<file path="src/rtl/cell_pkg.sv">
package cell_pkg;

  localparam int CELL_W   = 16;
  localparam int BUS_W    = 2 * CELL_W;
  localparam int INSTR_W  = 32;
  localparam int NUM_GPR  = 8;
  localparam int NUM_INR  = 4;
  localparam int RAM_AW   = 4;
  localparam int IMM_W    = 6;
  localparam int GPR_AW   = $clog2(NUM_GPR);
  localparam int INR_AW   = $clog2(NUM_INR);

  typedef enum logic [3:0] {
    OP_NOP   = 4'd0,
    OP_ADD   = 4'd1,
    OP_SUB   = 4'd2,
    OP_AND   = 4'd3,
    OP_OR    = 4'd4,
    OP_XOR   = 4'd5,
    OP_SHL   = 4'd6,
    OP_SHR   = 4'd7,
    OP_PASSA = 4'd8,
    OP_LDM   = 4'd9,
    OP_STM   = 4'd10,
    OP_PASSB = 4'd11
  } aluOp_e;

  typedef enum logic [2:0] {
    CAP_ROW   = 3'd0,
    CAP_COL   = 3'd1,
    CAP_SELF  = 3'd2,
    CAP_UP    = 3'd3,
    CAP_DOWN  = 3'd4,
    CAP_LEFT  = 3'd5,
    CAP_RIGHT = 3'd6,
    CAP_RSVD  = 3'd7
  } capSrc_e;

  // strobes passed from decode to the datapath
  typedef struct packed {
    aluOp_e              op;
    logic                gprWe;
    logic [GPR_AW-1:0]   gprIdx;
    logic                outWe;
    logic                ramWe;
    logic [RAM_AW-1:0]   ramAddr;
    logic [3:0]          selA;
    logic [3:0]          selB;
    logic                bImm;
    logic [CELL_W-1:0]   immVal;
    logic                driveEn;
    logic                driveCol;
    logic                driveHi;
    logic                capEn;
    capSrc_e             capSrc;
    logic [INR_AW-1:0]   capIdx;
  } cellCtl_t;

endpackage

</file>
<file path="src/rtl/cell_imem.sv">
module cell_imem
  import cell_pkg::*;
#(
  parameter int DEPTH = 32,
  localparam int AW   = $clog2(DEPTH)
) (
  input  logic               clk,
  input  logic               rstN,
  input  logic               execEn,
  input  logic [AW-1:0]      rdAddr,
  output logic [INSTR_W-1:0] rdData,
  input  logic               cfgWe,
  input  logic [AW-1:0]      cfgAddr,
  input  logic [INSTR_W-1:0] cfgData
);

  logic [INSTR_W-1:0] mem [DEPTH];

  // configuration writes are only honoured while the array is stopped
  always_ff @(posedge clk) begin
    if (cfgWe && !execEn) begin
      mem[cfgAddr] <= cfgData;
    end
  end

  assign rdData = mem[rdAddr];

  // every entry holds still across a cycle in which execution was enabled
  for (genvar g = 0; g < DEPTH; g++) begin : gLock
    p_cfg_locked_r2 : assert property (@(posedge clk) disable iff (!rstN)
      execEn |=> $stable(mem[g]));
  end

endmodule

</file>
<file path="src/rtl/cell_ctrl.sv">
module cell_ctrl
  import cell_pkg::*;
(
  input  logic               clk,
  input  logic               rstN,
  input  logic               execEn,
  input  logic [INSTR_W-1:0] fetchWord,
  output cellCtl_t           ctl
);

  logic [INSTR_W-1:0] instrQ;

  // instruction register: a no-op is loaded whenever execution is off
  always_ff @(posedge clk) begin
    if (!rstN) begin
      instrQ <= '0;
    end else if (execEn) begin
      instrQ <= fetchWord;
    end else begin
      instrQ <= '0;
    end
  end

  logic [3:0]       fOp;
  logic [3:0]       fDst;
  logic [2:0]       fDrive;
  logic [5:0]       fCap;
  logic [IMM_W-1:0] fImm;
  logic             writesResult;

  assign fOp    = instrQ[31:28];
  assign fDst   = instrQ[27:24];
  assign fDrive = instrQ[14:12];
  assign fCap   = instrQ[11:6];
  assign fImm   = instrQ[5:0];

  always_comb begin
    ctl = '0;
    writesResult = 1'b0;
    unique case (fOp)
      4'd1:  ctl.op = OP_ADD;
      4'd2:  ctl.op = OP_SUB;
      4'd3:  ctl.op = OP_AND;
      4'd4:  ctl.op = OP_OR;
      4'd5:  ctl.op = OP_XOR;
      4'd6:  ctl.op = OP_SHL;
      4'd7:  ctl.op = OP_SHR;
      4'd8:  ctl.op = OP_PASSA;
      4'd9:  ctl.op = OP_LDM;
      4'd10: ctl.op = OP_STM;
      4'd11: ctl.op = OP_PASSB;
      default: ctl.op = OP_NOP;
    endcase
    writesResult = (ctl.op != OP_NOP) && (ctl.op != OP_STM);
    ctl.gprWe    = writesResult && !fDst[3];
    ctl.gprIdx   = fDst[GPR_AW-1:0];
    ctl.outWe    = writesResult && (fDst == 4'd8);
    ctl.ramWe    = (ctl.op == OP_STM);
    ctl.ramAddr  = fImm[RAM_AW-1:0];
    ctl.selA     = instrQ[23:20];
    ctl.selB     = instrQ[19:16];
    ctl.bImm     = instrQ[15];
    ctl.immVal   = {{(CELL_W-IMM_W){fImm[IMM_W-1]}}, fImm};
    ctl.driveEn  = fDrive[2];
    ctl.driveCol = fDrive[1];
    ctl.driveHi  = fDrive[0];
    ctl.capEn    = fCap[5] && (fCap[4:2] != CAP_RSVD);
    ctl.capSrc   = capSrc_e'(fCap[4:2]);
    ctl.capIdx   = fCap[1:0];
  end

  // a stopped array issues nothing with a side effect in the next cycle
  p_idle_quiet_r11 : assert property (@(posedge clk) disable iff (!rstN)
    !execEn |=> !(ctl.gprWe || ctl.outWe || ctl.ramWe || ctl.capEn || ctl.driveEn));

endmodule

</file>
<file path="src/rtl/cell_datapath.sv">
module cell_datapath
  import cell_pkg::*;
#(
  parameter int RAM_DEPTH = 16
) (
  input  logic              clk,
  input  logic              rstN,
  input  cellCtl_t          ctl,
  input  logic [CELL_W-1:0] nbrUp,
  input  logic [CELL_W-1:0] nbrDown,
  input  logic [CELL_W-1:0] nbrLeft,
  input  logic [CELL_W-1:0] nbrRight,
  input  logic [BUS_W-1:0]  rowBusIn,
  input  logic [BUS_W-1:0]  colBusIn,
  output logic [BUS_W-1:0]  rowBusOut,
  output logic [1:0]        rowLaneEn,
  output logic [BUS_W-1:0]  colBusOut,
  output logic [1:0]        colLaneEn,
  output logic [CELL_W-1:0] outReg
);

  logic [CELL_W-1:0] gpr     [NUM_GPR];
  logic [CELL_W-1:0] inReg   [NUM_INR];
  logic [CELL_W-1:0] scratch [RAM_DEPTH];
  logic [CELL_W-1:0] opA, opB, result;
  logic [3:0]        shAmt;

  function automatic logic [CELL_W-1:0] pickSrc(
    input logic [3:0] sel,
    input logic [CELL_W-1:0] g [NUM_GPR],
    input logic [CELL_W-1:0] d [NUM_INR],
    input logic [CELL_W-1:0] up, dn, lf, rt
  );
    if (!sel[3])              return g[sel[2:0]];
    else if (sel[3:2] == 2'b10) return d[sel[1:0]];
    else begin
      case (sel[1:0])
        2'd0:    return up;
        2'd1:    return dn;
        2'd2:    return lf;
        default: return rt;
      endcase
    end
  endfunction

  assign opA   = pickSrc(ctl.selA, gpr, inReg, nbrUp, nbrDown, nbrLeft, nbrRight);
  assign opB   = ctl.bImm ? ctl.immVal
                          : pickSrc(ctl.selB, gpr, inReg, nbrUp, nbrDown, nbrLeft, nbrRight);
  assign shAmt = opB[3:0];

  always_comb begin
    unique case (ctl.op)
      OP_ADD:   result = opA + opB;
      OP_SUB:   result = opA - opB;
      OP_AND:   result = opA & opB;
      OP_OR:    result = opA | opB;
      OP_XOR:   result = opA ^ opB;
      OP_SHL:   result = opA << shAmt;
      OP_SHR:   result = opA >> shAmt;
      OP_PASSA: result = opA;
      OP_PASSB: result = opB;
      OP_LDM:   result = scratch[ctl.ramAddr];
      default:  result = '0;
    endcase
  end

  // general registers
  always_ff @(posedge clk) begin
    if (!rstN) begin
      for (int i = 0; i < NUM_GPR; i++) gpr[i] <= '0;
    end else if (ctl.gprWe) begin
      gpr[ctl.gprIdx] <= result;
    end
  end

  // output register seen by the neighbours and the buses
  always_ff @(posedge clk) begin
    if (!rstN) begin
      outReg <= '0;
    end else if (ctl.outWe) begin
      outReg <= result;
    end
  end

  // scratch RAM
  always_ff @(posedge clk) begin
    if (!rstN) begin
      for (int i = 0; i < RAM_DEPTH; i++) scratch[i] <= '0;
    end else if (ctl.ramWe) begin
      scratch[ctl.ramAddr] <= opA;
    end
  end

  // input registers: bus words land in a pair, other sources in one slot
  always_ff @(posedge clk) begin
    if (!rstN) begin
      for (int i = 0; i < NUM_INR; i++) inReg[i] <= '0;
    end else if (ctl.capEn) begin
      case (ctl.capSrc)
        CAP_ROW, CAP_COL: begin
          if (ctl.capIdx[1]) begin
            inReg[2] <= (ctl.capSrc == CAP_ROW) ? rowBusIn[CELL_W-1:0] : colBusIn[CELL_W-1:0];
            inReg[3] <= (ctl.capSrc == CAP_ROW) ? rowBusIn[BUS_W-1:CELL_W] : colBusIn[BUS_W-1:CELL_W];
          end else begin
            inReg[0] <= (ctl.capSrc == CAP_ROW) ? rowBusIn[CELL_W-1:0] : colBusIn[CELL_W-1:0];
            inReg[1] <= (ctl.capSrc == CAP_ROW) ? rowBusIn[BUS_W-1:CELL_W] : colBusIn[BUS_W-1:CELL_W];
          end
        end
        CAP_SELF:  inReg[ctl.capIdx] <= outReg;
        CAP_UP:    inReg[ctl.capIdx] <= nbrUp;
        CAP_DOWN:  inReg[ctl.capIdx] <= nbrDown;
        CAP_LEFT:  inReg[ctl.capIdx] <= nbrLeft;
        CAP_RIGHT: inReg[ctl.capIdx] <= nbrRight;
        default: ;
      endcase
    end
  end

  // bus drive: the output register goes on one lane of one bus
  logic [1:0] laneSel;
  assign laneSel   = ctl.driveHi ? 2'b10 : 2'b01;
  assign rowLaneEn = (ctl.driveEn && !ctl.driveCol) ? laneSel : 2'b00;
  assign colLaneEn = (ctl.driveEn &&  ctl.driveCol) ? laneSel : 2'b00;
  assign rowBusOut = {outReg, outReg};
  assign colBusOut = {outReg, outReg};

  p_one_lane_r7 : assert property (@(posedge clk) disable iff (!rstN)
    $countones({rowLaneEn, colLaneEn}) <= 1);

endmodule

</file>
<file path="src/rtl/simd_cell.sv">
module simd_cell
  import cell_pkg::*;
#(
  parameter int IMEM_DEPTH = 32,
  parameter int RAM_DEPTH  = 16,
  localparam int PC_W      = $clog2(IMEM_DEPTH)
) (
  input  logic               clk,
  input  logic               rstN,
  input  logic               execEn,
  input  logic [PC_W-1:0]    pc,
  input  logic               cfgWe,
  input  logic [PC_W-1:0]    cfgAddr,
  input  logic [INSTR_W-1:0] cfgData,
  input  logic [CELL_W-1:0]  nbrUp,
  input  logic [CELL_W-1:0]  nbrDown,
  input  logic [CELL_W-1:0]  nbrLeft,
  input  logic [CELL_W-1:0]  nbrRight,
  input  logic [BUS_W-1:0]   rowBusIn,
  input  logic [BUS_W-1:0]   colBusIn,
  output logic [BUS_W-1:0]   rowBusOut,
  output logic [1:0]         rowLaneEn,
  output logic [BUS_W-1:0]   colBusOut,
  output logic [1:0]         colLaneEn,
  output logic [CELL_W-1:0]  dout
);

  logic [INSTR_W-1:0] fetchWord;
  cellCtl_t           ctl;

  cell_imem #(.DEPTH(IMEM_DEPTH)) uImem (
    .clk     (clk),
    .rstN    (rstN),
    .execEn  (execEn),
    .rdAddr  (pc),
    .rdData  (fetchWord),
    .cfgWe   (cfgWe),
    .cfgAddr (cfgAddr),
    .cfgData (cfgData)
  );

  cell_ctrl uCtrl (
    .clk       (clk),
    .rstN      (rstN),
    .execEn    (execEn),
    .fetchWord (fetchWord),
    .ctl       (ctl)
  );

  cell_datapath #(.RAM_DEPTH(RAM_DEPTH)) uDp (
    .clk       (clk),
    .rstN      (rstN),
    .ctl       (ctl),
    .nbrUp     (nbrUp),
    .nbrDown   (nbrDown),
    .nbrLeft   (nbrLeft),
    .nbrRight  (nbrRight),
    .rowBusIn  (rowBusIn),
    .colBusIn  (colBusIn),
    .rowBusOut (rowBusOut),
    .rowLaneEn (rowLaneEn),
    .colBusOut (colBusOut),
    .colLaneEn (colLaneEn),
    .outReg    (dout)
  );

  // stopping execution freezes the output register one cycle later
  p_out_hold_r11 : assert property (@(posedge clk) disable iff (!rstN)
    !execEn |=> ##1 $stable(dout));

endmodule

</file>
<file path="config.mk">
export PLATFORM = sky130hd
export DESIGN_NAME = simd_cell
export DESIGN_NICKNAME = d
export VERILOG_FILES = /design/src/rtl/cell_pkg.sv /design/src/rtl/cell_imem.sv /design/src/rtl/cell_ctrl.sv /design/src/rtl/cell_datapath.sv /design/src/rtl/simd_cell.sv
export SDC_FILE = /design/constraint.sdc
export NUM_CORES = 2
export LEC_CHECK = 0
export BUFFER_PORTS_ARGS = -buffer_cell sky130_fd_sc_hd__buf_2
export CAP_MARGIN = 20
export CORE_MARGIN = 4
export CORE_UTILIZATION = 50
export DETAILED_ROUTE_END_ITERATION = 6
export GPL_ROUTABILITY_DRIVEN = 0
export PLACE_DENSITY_LB_ADDON = 0.3
export SLEW_MARGIN = 20
export SYNTH_ARGS = -nofsm -noshare
export SYNTH_HDL_FRONTEND = slang
export SYNTH_HIERARCHICAL = 1
export SYNTH_SLANG_ARGS = --single-unit
</file>
<file path="constraint.sdc">
create_clock -name clk -period 6.96 [get_ports clk]
set_input_delay 1.392 -clock clk [delete_from_list [all_inputs] [get_ports clk]]
set_output_delay 1.392 -clock clk [all_outputs]
set_load 0.01 [all_outputs]
</file>
Yosys cells after proc, flatten, opt, wreduce, memory -nomap -nowiden
Memories as Yosys holds them, arrays and structs flattened. A register that Yosys moved wholly into a read port is not among the register bits. Cells that the tools add are included.

$lt $le $gt $ge: 8. Shifts and indexed selects: 2. Bitwise gates (word level): 9. Reduce and logical (&&, ||, !) cells: 23. Add/subtract/negate cells: 2. Equal/unequal tests: 28. Multiplexer cells: 47.

Operator list (count): $pmux W64 S6 (1); $bwmux W64 (5); $mux W16 (18); $pmux W16 S10 (1); $bwmux W128 (1); $bmux W16 S3 (2); $pmux W16 S3 (2); $bmux W16 S2 (2); $mux W32 (2); $demux W16 S3 (1); $demux W16 S2 (1); $eq A4 B4 Y1 const B (5); $add A16 B16 Y16 (1); $and A16 B16 Y16 (1); $eq A4 B3 Y1 const B (4); $or A16 B16 Y16 (1); $reduce_or A16 Y1 (1); $shl A16 B4 Y16 (1); $shr A16 B4 Y16 (1); $sub A16 B16 Y16 (1); $xor A16 B16 Y16 (1); $ge A4 B4 Y1 const B (3); $not A3 Y4 (3); $eq A3 B3 Y1 const B (3); other kinds (25) (57).

Memories: 3. Word-level logic and storage cells: 135. Bits of input ports: 174. Memory bits (writable): 1280. ROM bits: 64. Register bits after elaboration: 208.

Memories: uImem.mem (depth 32, bits a word 32, read ports 1, clocked after Yosys merged registers in 1, wr ports 1, RTL line cell_imem.sv:17) `logic [INSTR_W-1:0] mem [DEPTH];`; uDp.scratch (depth 16, bits a word 16, read ports 1, clocked after Yosys merged registers in 0, wr ports 16, RTL line cell_datapath.sv:24) `logic [CELL_W-1:0] scratch [RAM_DEPTH];`; (name not given) (depth 16, bits a word 4, read ports 1, clocked after Yosys merged registers in 0, wr ports 0, RTL line cell_ctrl.sv:40) `unique case (fOp)`.

Longest topological paths before layout
Depth in word-level cells: 10. Depth in mapped cells: 25. Gate-level depth less buffers: 20.

Hierarchy
Netlist, hierarchy kept.

Modules (own cells, without submodules): cell_imem (instances 1, cells an instance 2231, area an instance 39855.7 µm²); cell_datapath (instances 1, cells an instance 3017, area an instance 30036.3 µm²); cell_ctrl (instances 1, cells an instance 120, area an instance 1227.4 µm²).

Least setup slack after synthesis
Ideal clock, no wire load.

Kind: in2reg. Start: in nbrDown[2]. End: reg uDp/gpr[127] in the netlist's numbering. Buffers on the path: 4. Arrival time: 5.616 ns. Setup slack: 1.212 ns. Setup time: 0.132 ns. Stages: 21. Cell sequence: mux4_1 -> mux2_2 -> nand2_1 -> o311a_1 -> buf_4 -> inv_2 -> buf_2 -> buf_2 -> buf_2 -> xnor2_1 -> ha_1 -> o21ai_0 -> a21oi_1 -> or4_1 -> a221o_1 -> a221o_1 -> a21oi_1 -> o21ai_0 -> xnor3_1 -> a21oi_4 -> a21oi_1.

Cells in the longest elaborated chain, start to end: 7. Elaborated cells on any way between the ends: 13. Classes of those cells: 2 x add/sub; 2 x shift; 9 x mux.

Ends and longest elaborated chain: start: declaration (RTL line simd_cell.sv:16) `input logic [CELL_W-1:0] nbrDown,`; $pmux W16 S3 (RTL line cell_datapath.sv:37) `case (sel[1:0])`; $mux W16 (RTL line cell_datapath.sv:35) `else if (sel[3:2] == 2'b10) return d[sel[1:0]];`; $mux W16 (RTL line cell_datapath.sv:34) `if (!sel[3]) return g[sel[2:0]];`; $mux W16 (RTL line cell_datapath.sv:47) `assign opB = ctl.bImm ? ctl.immVal`; $sub A16 B16 Y16, or another cell as far along (RTL line cell_datapath.sv:54) `OP_SUB: result = opA - opB;`; $pmux W16 S10 (*) (RTL line cell_datapath.sv:52) `unique case (ctl.op)`; $bwmux W128 (*) (RTL line cell_datapath.sv:72) `gpr[ctl.gprIdx] <= result;`; end signal: indexed assignment (RTL line cell_datapath.sv:72); end: declaration (RTL line cell_datapath.sv:22) `logic [CELL_W-1:0] gpr [NUM_GPR];`.

Every way passes the cells marked *; elsewhere a longest branch is shown, timed or not. A chain may end at the register's enable or synchronous reset.

Final worst setup path
Start: reg uCtrl.instrQ[16] (read register of uImem.mem). End: reg uDp/gpr[15] in the netlist's numbering.

Cells in the longest elaborated chain, start to end: 10. Elaborated cells on any way between the ends: 24. Classes of those cells: 2 x add/sub; 2 x eq/ne; 2 x shift; 12 x mux; 5 x bitwise; 1 x reduce/logical.

Ends and longest elaborated chain: start: declaration (RTL line cell_ctrl.sv:11) `logic [INSTR_W-1:0] instrQ;`; $not A2 Y3 (not written as such) (RTL line cell_datapath.sv:35); $bmux W16 S2 (RTL line cell_datapath.sv:35); $mux W16 (not written as such) (2 in series) (RTL line cell_datapath.sv:35); $mux W16 (RTL line cell_datapath.sv:35); $mux W16 (*) (RTL line cell_datapath.sv:34); $mux W16 (*) (RTL line cell_datapath.sv:47); $sub A16 B16 Y16, or another cell as far along (RTL line cell_datapath.sv:54); $pmux W16 S10 (*) (RTL line cell_datapath.sv:52); $bwmux W128 (*) (RTL line cell_datapath.sv:72).

Every way passes the cells marked *; elsewhere a longest branch is shown, timed or not. The select of a mux whose other input is x is not followed.

==> impl_results.md <==
- CP max stage delay: between 700 and 800 ps
- CP Cell Sequence: buf_4, nor2_1, a22oi_1, a32o_1, nor2_8, ha_1, nor2_1, xnor2_1, ha_1, o21ai_0, a21oi_1, or4_1, a221o_1, a221o_1, a21oi_1, o21ai_0, xnor3_1, a21oi_4, a21oi_1
- # setup viols final: 0
- Mapped Area: 71120 um^2
- Initial antenna violation count: 26
- Startpoint Class: register
- Final routed DRC violation total: 7
- Post-CTS Resized: 0
- Hold buffer count at CTS: 0
- Chip width: between 300 and 400 um
- Post-CTS setup buffer count: 0
- Arrival time worst endpoint: around 6600 ps
- Global-route wire length before repair: just over 300000 um
- Slew @ Worst Pin: 1208 ps
- Vias per std cell: ~6.5
- I/O Pins: ~260
- CTS buffer count: 151
- Startpoint of the worst hold path: uDp/inReg[15]
- Total Wirelength: 209300 um
- Crit-path slowest cell: dfxtp_2
- Top FF cell, synth: edfxtp_1
- Post-synth EDFFs: 1280
- Num Clock Sinks: roughly 1500
- Reg2reg start: uCtrl/instrQ[16]
- Pin count of the biggest net entering global routing: 129
- Core area: around 140000 um^2
- Util after Layout: approximately 55%
- Instance count of the mapped netlist: around 5400
- DRT Pass-1 Iters: 7
- Register area share after synthesis: about three fifths
- Final Hold Viols: 0
- DR WL/cell: about 28 um
- Grt total ovfl: 0
- Failing checks: DRC
- Vias in the first global route: 46130
- CTS clk-pin slew, worst paths: ~60 ps
- Area growth from synthesis to layout: 9.977%
- Worst-Skew Late Latency: between 700 and 800 ps
- Row count: between 100 and 150
- Syn_nets: about 5600
- Htree depth: 4
- Unique cell type count in the Yosys netlist: 88
- Synth Register Bits: around 1500
- Clk_skew: around 44 ps
- Max Clock Freq: around 170 MHz
- Max cap viols: 0
- Routed Antenna Nets: 0
- Detailed router's first-iteration violation count: ~5900
- Filler cells: 11330
- Max Slew Vio Count: 0
- Clock tree buffer depth: 3
- GR Util All Layers: approximately 28%
- Critical Path Sink Type: register
- Warnings, synthesis: 6
- Detail Placement HPWL: 126300 um
- Worst EP required: 7550 ps
- Crit path max fanout: 21
- Period utilization: 86.01%
- Crit path from: uCtrl/instrQ[16]
- Avg Inst Size Synth: around 13 um^2
- Layout cells sized above 1: between 10% and 20%
- RSZ-0062 raised after global routing: no
- Crit-path most repeated cell: a21oi_1
- # nets final: 5613
- Setup TNS: 0 ps
- Hold/Removal Path Class: register to register
- Post-synth ARST share: 0%
- Multi-input gate area: 25200 um^2
- # port buffers: around 260
- Pleak: about 28 nW
- Maximum VDD drop: 224.6 uV
- Vias: around 48000
- Y dimension of the die: ~390 um
- Die area: roughly 150000 um^2
- Sequential Area: between 40000 and 50000 um^2
- Minimum clock period: roughly 6000 ps
- Root buffer cell: clkbuf_16
- Status: finished, violations left
- Initial Utilization: between 50% and 60%
- Max-slew headroom: about a fifth
- Cell Pwr Density: ~260 nW/um^2
- Critical path class: register to register
- CTS tree: done
## cells by family after synthesis
logic type,share of synthesized area [%]
DFF,60.80
buffers and inverters,4.294
muxes,15.96
adders and majority gates,0.9430
xor gates and xnor gates,0.3642
and+or+nand+nor,6.877
AOI/OAI and AO/OA,10.76
## layout by cell type (no fill, tap or decap), types with 74 or more instances in the layout
master,count
a21oi_1,374
a22oi_1,118
and3_1,74
buf_2,255
buf_4,120
clkbuf_16,154
dfxtp_1,231
edfxtp_1,1280
mux2_2,85
mux2i_1,614
mux4_2,184
nand2_1,250
nand3_1,140
nor2_1,349
o21ai_0,421
## area by class of cell
type | instances | share of cell area [%]
Antenna cell | 17 | 0.05439
Clock buffer | 187 | 5.162
Clock inverter | 81 | 0.9262
Inverter | 43 | 0.2064
Multi-Input combinational cell | 3282 | 32.21
Sequential cell | 1520 | 55.32
Tap cell | 1890 | 3.023
Timing Repair Buffer | 388 | 3.099
## cell usage after synthesis, drive strengths merged, types with 11 or more instances
master | n | area [um^2]
mux4 | 188 | 4249
dfxtp | 240 | 4805
a22oi | 118 | 885.9
a22o | 68 | 595.6
xnor2 | 20 | 175.2
nor3 | 71 | 360.3
and3 | 74 | 462.9
a21oi | 380 | 1924
clkbuf | 236 | 897.1
a21o | 11 | 82.58
buf | 287 | 1996
nor2 | 393 | 1494
nand3 | 140 | 700.7
a211oi | 17 | 157.6
o211ai | 20 | 150.1
a221oi | 13 | 126.4
a31oi | 51 | 319.1
nand2b | 23 | 143.9
edfxtp | 1280 | 38440
o22ai | 20 | 125.1
inv | 43 | 161.4
mux2i | 614 | 6146
nand2 | 252 | 945.9
o211a | 47 | 470.5
nand4 | 38 | 237.7
mux2 | 85 | 957.2
or2 | 14 | 87.58
nor2b | 20 | 125.1
o21ai | 425 | 2127
or3 | 11 | 68.82
ha | 52 | 650.6
## per-layer routing
metal	wire, um	part of all wire, %	vias to the layer above	global-route usage [%]
met2	98620	47	2757	44.28
met3	20980	10	558	5.555
met1	80950	39	24270	37.31
met5	124	0.059	-	0
li1	-	-	20590	-
met4	8637	4.1	18	11.30
## through the flow
step | instance area, um^2 | worst slack (ps) | power (mW) | hold WS, ps | instances
after floorplan | 71120 | 1212 | 11.91 | 428.2 | 5368
after global placement | 73410 | 555.0 | 12.68 | 459.7 | 7123
after detailed placement | 73410 | 511.1 | 12.72 | 461.6 | 7123
after CTS | 78170 | 1137 | 20.56 | 476.4 | 7391
after global routing | 78190 | 716.9 | 21.18 | 507.6 | 7398
final | 78220 | 973.8 | 20.54 | 486.8 | 7408
## worst max-delay path: cells and delay by family (launching register included)
| kind | cells | cell delay (ps) |
|---|---|---|
| buf+inv | 1 | 440 |
| simple gates | 4 | 910 |
| compound gates | 10 | 2760 |
| xor+xnor | 2 | 320 |
| fa+ha+maj | 2 | 630 |
| flops | 1 | 730 |
## power breakdown
part           switching [mW]  total (mW)  internal [mW]
Sequential              0.125        10.1           10.0
Combinational            1.64        2.49          0.859
Clock                    3.49        7.92           4.43
Total                    5.25        20.5           15.3
## worst paths after layout
path,to,slack (ps),cells after the start
max,uDp/gpr[15],970,19
min,uDp/inReg[15],490,2
max reg2reg,uDp/gpr[15],970,19
min reg2reg,uDp/inReg[15],490,2
## state kept, by name, indices dropped and copies added (netlist names)
signal and count:
uDp/inReg 64, uImem/mem 1024, uDp/outReg 16, uDp/scratch 256, uCtrl/instrQ 28, uDp/gpr 128, uCtrl/ctl 4
No activity file was read; power rests on OpenSTA's default activity.
